===== config.mk =====
export PLATFORM = sky130hd
export DESIGN_NAME = piso_shifter
export DESIGN_NICKNAME = d
export VERILOG_FILES = /design/src/rtl/piso_pkg.sv /design/src/rtl/piso_sync.sv /design/src/rtl/piso_ctrl.sv /design/src/rtl/piso_datapath.sv /design/src/rtl/piso_shifter.sv
export SDC_FILE = /design/constraint.sdc
export NUM_CORES = 1
export LEC_CHECK = 0
export BUFFER_PORTS_ARGS = -buffer_cell sky130_fd_sc_hd__buf_2
export CAP_MARGIN = 30
export CORE_AREA = 2 2 39 41
export CTS_BUF_LIST = sky130_fd_sc_hd__clkbuf_4
export CTS_CLUSTER_DIAMETER = 60
export DETAILED_ROUTE_END_ITERATION = 7
export DIE_AREA = 0 0 41 43
export GPL_TIMING_DRIVEN = 0
export PLACE_DENSITY = 0.75
export SLEW_MARGIN = 20
export SYNTH_ARGS = -nofsm -noshare
export SYNTH_HDL_FRONTEND = slang
export SYNTH_HIERARCHICAL = 1
export SYNTH_SLANG_ARGS = --single-unit
export TNS_END_PERCENT = 5

===== constraint.sdc =====
create_clock -name clk -period 2.36 [get_ports clk]
set_input_delay 0.236 -clock clk [delete_from_list [all_inputs] [get_ports clk]]
set_output_delay 0.236 -clock clk [all_outputs]
set_load 0.02 [all_outputs]

===== src/rtl/piso_pkg.sv =====
`timescale 1ns/1ps
package piso_pkg;
  // strobes from control to the stage register
  typedef struct packed {
    logic load;
    logic shift;
  } stageCmd_t;
endpackage


===== src/rtl/piso_sync.sv =====
`timescale 1ns/1ps
module piso_sync #(
  parameter int WIDTH = 4,
  parameter int DEPTH = 2
) (
  input  logic             clk,
  input  logic [WIDTH-1:0] asyncIn,
  output logic [WIDTH-1:0] syncOut
);
  logic [DEPTH-1:0][WIDTH-1:0] chain;

  // free-running chain: it keeps sampling during reset so its output is
  // settled by the time reset is released
  always_ff @(posedge clk) begin
    chain[0] <= asyncIn;
    for (int i = 1; i < DEPTH; i++) begin
      chain[i] <= chain[i-1];
    end
  end

  assign syncOut = chain[DEPTH-1];
endmodule


===== src/rtl/piso_ctrl.sv =====
`timescale 1ns/1ps
module piso_ctrl
  import piso_pkg::*;
#(
  parameter int SYNC_DEPTH = 2
) (
  input  logic      clk,
  input  logic      rst,
  input  logic      shClk,
  input  logic      shInhibit,
  input  logic      loadN,
  input  logic      serIn,
  output stageCmd_t cmd,
  output logic      serSync
);
  localparam int NUM_IN = 4;

  logic [NUM_IN-1:0] rawIn;
  logic [NUM_IN-1:0] syncIn;
  logic              clkSync;
  logic              inhSync;
  logic              loadNSync;
  logic              gatedLvl;
  logic              prevLvl;

  assign rawIn = {serIn, loadN, shInhibit, shClk};

  piso_sync #(.WIDTH(NUM_IN), .DEPTH(SYNC_DEPTH)) uSync (
    .clk     (clk),
    .asyncIn (rawIn),
    .syncOut (syncIn)
  );

  assign clkSync   = syncIn[0];
  assign inhSync   = syncIn[1];
  assign loadNSync = syncIn[2];
  assign serSync   = syncIn[3];

  // interchangeable clock inputs
  assign gatedLvl = clkSync | inhSync;

  // previous level follows the present level during reset too, so a level
  // already high at release is not an edge
  always_ff @(posedge clk) begin
    if (rst) prevLvl <= gatedLvl;
    else     prevLvl <= gatedLvl;
  end

  // load overrides any edge and consumes it
  always_comb begin
    cmd.load  = ~loadNSync;
    cmd.shift = loadNSync & gatedLvl & ~prevLvl;
  end
endmodule


===== src/rtl/piso_datapath.sv =====
`timescale 1ns/1ps
module piso_datapath
  import piso_pkg::*;
#(
  parameter int STAGES = 8
) (
  input  logic              clk,
  input  logic              rst,
  input  stageCmd_t         cmd,
  input  logic              serBit,
  input  logic [STAGES-1:0] parIn,
  output logic [STAGES-1:0] stageQ
);
  // stage 0 is fed by the serial input, stage STAGES-1 drives the output
  always_ff @(posedge clk) begin
    if (rst)            stageQ <= '0;
    else if (cmd.load)  stageQ <= parIn;
    else if (cmd.shift) stageQ <= {stageQ[STAGES-2:0], serBit};
  end
endmodule


===== src/rtl/piso_shifter.sv =====
`timescale 1ns/1ps
module piso_shifter
  import piso_pkg::*;
#(
  parameter int STAGES     = 8,
  parameter int SYNC_DEPTH = 2
) (
  input  logic              clk,
  input  logic              rst,
  input  logic              shClk,
  input  logic              shInhibit,
  input  logic              loadN,
  input  logic              serIn,
  input  logic [STAGES-1:0] parIn,
  output logic              serOut,
  output logic              serOutN
);
  stageCmd_t         cmd;
  logic              serSync;
  logic [STAGES-1:0] stageQ;

  piso_ctrl #(.SYNC_DEPTH(SYNC_DEPTH)) uCtrl (
    .clk       (clk),
    .rst       (rst),
    .shClk     (shClk),
    .shInhibit (shInhibit),
    .loadN     (loadN),
    .serIn     (serIn),
    .cmd       (cmd),
    .serSync   (serSync)
  );

  piso_datapath #(.STAGES(STAGES)) uData (
    .clk    (clk),
    .rst    (rst),
    .cmd    (cmd),
    .serBit (serSync),
    .parIn  (parIn),
    .stageQ (stageQ)
  );

  assign serOut  = stageQ[STAGES-1];
  assign serOutN = ~stageQ[STAGES-1];
endmodule


# After elaboration in Yosys (flattened, before gate mapping)
# Index checks and enable logic that the tools add are counted.
dict set report totals {
  ramBits 0
  register_bits 17
  latchBits 0
  n_memories 0
  output_inout_bits 2
  rom_bits 0
  in_bits 14
  elab_cells 12
}
dict set report op_classes {
  reduce_logical 0
  mul 0
  shift 0
  n_mux 2
  div 0
  addsub 0
  n_lt_le_gt_ge 0
  bitwise_logic 5
  eq_ne 1
}
# operator count
set ops {}
lappend ops {{2-to-1 mux 8 bit} 2}
lappend ops {{bitwise AND 1 bit} 2}
lappend ops {{!= test 2 bit (second input constant)} 1}
lappend ops {{NOT 1 bit} 2}
lappend ops {{bitwise OR 1 bit} 1}

# Longest topological paths before layout
# Gate-level depths: netlist (run 1).
dict set report depth {
  ltp_word 5
  mapped_depth 6
  ltp_nobuf 4
}

# Modules after synthesis
# Netlist (run 1), hierarchy kept.
# mod cells_each n_inst seq_area_each_um2 area_each_um2
set modules_own_cells {}
lappend modules_own_cells {piso_datapath 35 1 160.2 369.1}
lappend modules_own_cells {piso_sync 12 1 160.2 190.2}
lappend modules_own_cells {piso_ctrl 4 1 20.0 37.5}
lappend modules_own_cells {piso_shifter 1 1 0.0 3.8}

# Worst setup path before layout (run 1)
# No wires, ideal clock.
dict set report synth_timing {
  path_kind {register to register}
  from {register uCtrl.uSync.chain, in the netlist uCtrl/uSync/syncOut[1]}
  to {register uData.stageQ[7]}
  slack_ns 1.074
  arrival_time_ns 1.201
  period_less_slack_ns 1.286
  path_buffers 2
  stages_incl_launch_ff 7
  cell_sequence {dfxtp_1 buf_4 or2_1 nor3b_1 buf_6 mux2i_1 a211oi_1}
}
# item line_no
set synth_lines {}
lappend synth_lines {{start, declared} piso_sync.sv:10} ;# logic [DEPTH-1:0][WIDTH-1:0] chain;
lappend synth_lines {{start signal, assigned by index} piso_sync.sv:17} ;# chain[i] <= chain[i-1];
lappend synth_lines {{end signal, assigned} piso_datapath.sv:17} ;# else if (cmd.load) stageQ <= parIn;
lappend synth_lines {{end signal, assigned} piso_datapath.sv:18} ;# else if (cmd.shift) stageQ <= {stageQ[STAGES-2:0], serBit};
lappend synth_lines {{end, declared} piso_datapath.sv:12} ;# output logic [STAGES-1:0] stageQ

==> results of run 1 <==
[layout by cell type (no fill, tap or decap), drive strengths merged]
cell,netlist,layout
dfxtp,17,17
nor2b,8,8
clkbuf,0,4
mux2i,8,8
inv,3,3
nor3b,1,1
a211oi,8,8
buf,6,20
or2,1,1
[registers in the layout, indices dropped and copies added (netlist names)]
register,count
uData/stageQ,8
uCtrl/uSync/syncOut,4
uCtrl/prevLvl,1
uCtrl/uSync/chain,4
[stage by stage]
step	power (mW)	util [%]	std cells	area, sq um	hold slack [ns]
finish	0.5219	52.08	86	720.7	0.04818
global route	0.5481	52.08	86	720.7	0.02191
CTS	0.5313	52.08	86	720.7	0.03592
detailed placement	0.3709	49.91	82	690.7	0.3143
global placement	0.3682	49.91	82	690.7	0.3101
floorplan	0.3519	-	52	600.6	0.2637
[layer usage]
| metal | wire [um] | part of all wire, % | vias up |
|---|---|---|---|
| li1 | - | - | 211 |
| met1 | 399 | 45 | 182 |
| met2 | 391 | 45 | 13 |
| met3 | 68 | 7.8 | 2 |
| met4 | 18 | 2.1 | 0 |
| met5 | 0 | 0 | - |
[power by group through the flow]
stage / clock network [mW] / registers, mW / logic [mW]
2_1_floorplan: 0 / 0.318 / 0.0335
3_3_place_gp: 0 / 0.318 / 0.0504
3_5_place_dp: 0 / 0.319 / 0.0523
4_1_cts: 0.167 / 0.312 / 0.0526
5_1_grt: 0.178 / 0.313 / 0.0563
6_report: 0.159 / 0.312 / 0.0518
[cells by family after synthesis]
kind of cell	count (synthesis)	synth area share, %
buf+inv	9	9.374
mux	8	13.33
simple gates	10	10.63
compound gates	8	10.00
flops	17	56.67
[how the worst min path moves through the flow]
stage,depth (start not counted),to,slack [ns],from
2_1_floorplan,0,uCtrl/uSync/chain[0],0.26,shClk
3_3_place_gp,0,uCtrl/uSync/syncOut[0],0.31,uCtrl/uSync/chain[0]
3_5_place_dp,0,uCtrl/uSync/syncOut[0],0.31,uCtrl/uSync/chain[0]
4_1_cts,1,uCtrl/uSync/chain[3],0.04,serIn
5_1_grt,1,uCtrl/uSync/chain[3],0.02,serIn
6_report,1,uCtrl/uSync/chain[2],0.05,loadN
[area by class of cell]
cell class	count	share of cell area, %
multi-input cells	26	28.30
well taps	16	2.778
plain buffers	6	6.250
repair buffers	14	9.722
inverters	3	1.563
clock buffers	4	4.167
flip-flops and latches	17	47.22
==> flow_metrics.env, run 1 <==
export IMPL_fin_worst_skew_ns=0.008027
export IMPL_grt_use_total_pct=12.00
export IMPL_cts_setup_buffers=0
export IMPL_die_h_um=43
export IMPL_use_met3_pct=7.853
export IMPL_drt_pass1_iterations=4
export IMPL_avgViaCountPerCell=4.744
export IMPL_ys_flop_type="dfxtp_1"
export IMPL_seq_power_share_pct=59.7
export IMPL_post_cts_resize_count=0
export IMPL_crit_arrival_ns=1.61
export IMPL_r2r_start="uCtrl/uSync/syncOut[1]"
export IMPL_p_comb_share_pct=9.9
export IMPL_multi_input_area_sq_um=203.9
export IMPL_routedWlPerCell_um=10.20
export IMPL_clockPowerShare_pct=30.4
export IMPL_syn_avg_cell_area_sq_um=11.55
export IMPL_worst_slack_ns=0.9465
export IMPL_hpwl_um=639.3
export IMPL_synth_top_area_share_pct=56.67
export IMPL_fill_cells=135
export IMPL_clock_sinks=17
export IMPL_cp_cell_sequence="buf_4 -> or2_1 -> nor3b_1 -> buf_6 -> mux2i_1 -> a211oi_1"
export IMPL_hold_buffers=0
export IMPL_ys_warnings_count=6
export IMPL_synth_area_sq_um=600.6
export IMPL_cp_top_family="simple AND/OR/NAND/NOR gates"
export IMPL_io_buffers=14
export IMPL_rows=14
export IMPL_yosysTopAreaCell="dfxtp_1"
export IMPL_min_period_ns=1.413
export IMPL_ir_worst_vdd_mv=0.3914
export IMPL_min_path_type="in -> reg"
export IMPL_synth_net_count=66
export IMPL_synth_distinct_cells=11
export IMPL_grtUsageMet1_pct=12.75
export IMPL_synth_commonest_cells="dfxtp_1, a211oi_1, mux2i_1, nor2b_1, buf_4"
export IMPL_cts_root_buf="clkbuf_4"
export IMPL_final_nets=85
export IMPL_synth_edf_count=0
export IMPL_setup_viol=0
export IMPL_grt_pass1_vias=350
export IMPL_crit_path_start="uCtrl/uSync/syncOut[1]"
export IMPL_cts_max_path_buffers=2
export IMPL_grt_max_degree=11
export IMPL_switching_share_pct=21.38
export IMPL_fp_dieW_um=41
export IMPL_yosysMostFrequentCell="dfxtp_1"
export IMPL_worstMarginPinSlew_ns=0.3541
export IMPL_gp_congestion=0.6092
export IMPL_num_vias=408
export IMPL_dr_first_iter_drc_count=3
export IMPL_slew_viol_final=0
export IMPL_p_per_area_mw_per_mm2=724.2
export IMPL_cp_depth=6
export IMPL_crit_type="reg -> reg"
export IMPL_fin_crit_sh_pct=59.89
export IMPL_reg2reg_depth=6
export IMPL_crit_path_end="uData/stageQ[3]"
export IMPL_cts_buffers=3
export IMPL_fin_tns_setup_ns=0
export IMPL_drv_cap=0
export IMPL_outcome="finished clean"
export IMPL_antenna_found_initial=0
export IMPL_reg2reg_to="uData/stageQ[3]"
export IMPL_ff2ff_setup_slack_ns=0.95
export IMPL_crit_required_ns=2.56
export IMPL_area_growth_pct=20.00
export IMPL_insertion_delay_ns=0.29
export IMPL_place_ws_ns=0.9406
export IMPL_ys_seq_area_share_pct=56.67
export IMPL_async_flop_share_pct=0
export IMPL_antenna_left=0
export IMPL_leakage_nw=0.3004
export IMPL_cts_tree="done"
export IMPL_synth_ff_latch_count=17
export IMPL_wirelength_um=877
export IMPL_grt_busiest_layer="met2"
export IMPL_drcViolationCount=0
export IMPL_cp_max_fo=8
export IMPL_syn_inst=52
export IMPL_crit_buf_inv=2
export IMPL_grt_pass1_wl_um=1359
export IMPL_core_area_sq_mm=0.001384
export IMPL_timing_slew_headroom_pct=76.39
export IMPL_fmax_mhz=707.5
export IMPL_final_seq_area_sq_um=340.3
export IMPL_hold_viol=0
export IMPL_overflow=0
export IMPL_cpMaxStageDelayCell="dfxtp_1"
export IMPL_synthTopCellsByArea="dfxtp_1, mux2i_1, a211oi_1, nor2b_1, buf_4"
export IMPL_ioPinCount=16
export IMPL_p_int_mw=0.4103
export IMPL_htreeDepth=1
export IMPL_start_util_pct=43.40
export IMPL_p_sw_mw=0.1116
export IMPL_critPathLaunchType="flop"
export IMPL_endpoint_kind="flop"
export IMPL_rsz0062_at_grt="no"
export IMPL_gr_usage_met2_pct=17.50
export IMPL_dieArea_sq_mm=0.001763
export IMPL_diodes=0
export IMPL_clkTransAtPathRegs_ns=0.09
export IMPL_cpPeakStageDelay_ns=0.30
export IMPL_drive_gt1_share_pct=34.29
(Power assumes the default switching activity.)
==> run 2, diff against run 1 <==
==> constraint.sdc (replaced) <==
create_clock -name clk -period 1.4 [get_ports clk]
set_input_delay 0.14 -clock clk [delete_from_list [all_inputs] [get_ports clk]]
set_output_delay 0.14 -clock clk [all_outputs]
set_load 0.02 [all_outputs]
==> flow_metrics.env, run 2 (same netlist as run 1, synthesis figures left out) <==
export IMPL_cts_buffers=3
export IMPL_die_h_um=43
export IMPL_antenna_left=0
export IMPL_timing_slew_headroom_pct=69.91
export IMPL_leakage_nw=0.3215
export IMPL_wl_met3_um=67
export IMPL_gp_congestion=0.6092
export IMPL_rsz0062_at_grt="yes"
export IMPL_routedWlPerCell_um=10.64
export IMPL_diodes=0
export IMPL_area_growth_pct=31.88
export IMPL_grt_pass1_vias=385
export IMPL_clkTransAtPathRegs_ns=0.09
export IMPL_crit_path_start="uCtrl/uSync/syncOut[1]"
export IMPL_crit_required_ns=1.60
export IMPL_fp_dieW_um=41
export IMPL_fin_worst_skew_ns=0.006823
export IMPL_top_register="uData/stageQ"
export IMPL_wl_met2_um=450
export IMPL_antenna_found_initial=0
export IMPL_wirelength_um=968
export IMPL_routed_top_layer="met4"
export IMPL_fin_crit_sh_pct=99.85
export IMPL_hold_viol=0
export IMPL_min_path_type="in -> reg"
export IMPL_drv_cap=0
export IMPL_largest_reg_flops=8
export IMPL_final_seq_area_sq_um=340.3
export IMPL_core_area_sq_mm=0.001384
export IMPL_p_per_area_mw_per_mm2=1135
export IMPL_ff2ff_setup_slack_ns=0.002
export IMPL_endpoint_kind="flop"
export IMPL_insertion_delay_ns=0.29
export IMPL_hpwl_um=639.3
export IMPL_place_inst=82
export IMPL_num_vias=427
export IMPL_final_cell_mix="dfxtp_1, buf_2, mux2i_1, nor2b_1"
export IMPL_ir_worst_vdd_mv=0.6864
export IMPL_drt_pass1_iterations=4
export IMPL_crit_type="reg -> reg"
export IMPL_crit_arrival_ns=1.59
export IMPL_min_period_ns=1.398
export IMPL_fmax_mhz=715.4
export IMPL_drcViolationCount=0
export IMPL_multi_input_area_sq_um=224.0
export IMPL_overflow=0
export IMPL_grt_pass1_wl_um=1469
export IMPL_io_buffers=14
export IMPL_dr_first_iter_drc_count=2
export IMPL_r2r_start="uCtrl/uSync/syncOut[1]"
export IMPL_drive_gt1_share_pct=40.00
export IMPL_rows=14
export IMPL_slew_viol_final=0
export IMPL_final_cells=91
export IMPL_clockPowerShare_pct=29.7
export IMPL_switching_share_pct=21.68
export IMPL_outcome="finished clean"
export IMPL_seq_power_share_pct=58.4
export IMPL_fill_cells=129
export IMPL_avgViaCountPerCell=4.692
export IMPL_final_core_util_pct=57.23
export IMPL_cp_max_fo=8
export IMPL_start_util_pct=43.40
export IMPL_p_int_mw=0.7043
export IMPL_p_total_mw=0.8992
export IMPL_grt_use_total_pct=12.92
export IMPL_dieArea_sq_mm=0.001763
export IMPL_htreeDepth=1
export IMPL_p_sw_mw=0.1949
export IMPL_critPathLaunchType="flop"
export IMPL_min_delay_start="parIn[2]"
export IMPL_grt_max_degree=11
export IMPL_clock_sinks=17
export IMPL_worstMarginPinSlew_ns=0.4514
export IMPL_p_comb_share_pct=11.8
export IMPL_cts_max_path_buffers=2
export IMPL_ioPinCount=16
export IMPL_mostFrequentLayoutCell="dfxtp_1"
export IMPL_final_nets=90
export IMPL_setup_viol=0
export IMPL_cts_root_buf="clkbuf_4"
export IMPL_cts_tree="done"
export IMPL_met1_length_um=431
-- run 2: cell types whose count changed in the layout (fill, tap and decap cells not counted) --
cell,delta
dlygate4sd3_1,+4
a211oi_1,-3
a211oi_2,+3
buf_4,+1
clkinvlp_4,+1
inv_1,-1
nor3b_1,-1
nor3b_2,+1
-- run 2: power by group through the flow --
stage | Sequential, mW | Clock [mW] | Combinational, mW
finish | 0.525 | 0.267 | 0.106
global route | 0.529 | 0.301 | 0.115
CTS | 0.526 | 0.281 | 0.0970
detailed placement | 0.537 | 0 | 0.0881
global placement | 0.536 | 0 | 0.0849
floorplan | 0.537 | 0 | 0.0564
-- run 2: timing repair --
action | CTS | global route
pin swaps | 0 | 9
hold buffers | 4 | 0
cloned | 0 | 0
endpoints found under the setup margin | 2 | 8
buffers inserted | 0 | 1
gates resized for setup | 0 | 5
endpoints found under the hold margin | 4 | 0
-- run 2: cell type report --
cell class                      count  area share (%)
Sequential cell                    17           42.97
Multi-Input combinational cell     26           28.28
Timing Repair Buffer               19           14.85
Buffer                              6           5.687
Clock buffer                        4           3.791
Tap cell                           16           2.528
Inverter                            3           1.896
-- run 2: worst max-delay path, cell delays in order, from the launching register on --
cell and delay [ns]:
dfxtp_1 0.30, buf_4 0.11, or2_1 0.22, nor3b_2 0.16
buf_6 0.14, mux2i_1 0.13, a211oi_1 0.25
-- run 2: final timing paths --
| check | to | depth (start not counted) |
|---|---|---|
| hold reg to reg | uCtrl/uSync/syncOut[0] | 0 |
| hold / removal | uData/stageQ[2] | 3 |
| setup / recovery | uData/stageQ[4] | 6 |
| setup reg to reg | uData/stageQ[4] | 6 |
-- run 2: through the flow --
| step | setup slack, ns | hold WS (ns) | TNS [ns] | cell area [sq um] |
|---|---|---|---|---|
| after floorplan | 0.1135 | 0.1677 | 0 | 600.6 |
| after global placement | 0.04521 | 0.2422 | 0 | 690.7 |
| after detailed placement | -0.01939 | 0.2450 | -0.03385 | 690.7 |
| after CTS | -0.03729 | 0.1337 | -0.07407 | 760.7 |
| after global routing | -0.06614 | 0.1408 | -0.1043 | 792.0 |
| final | 0.002103 | 0.1392 | 0 | 792.0 |
-- run 2: routing by layer --
metal	track usage, %	vias to the layer above
met4	6.000	0
met3	7.853	2
li1	-	219
met1	13.09	193
met2	20.00	13
met5	0	-
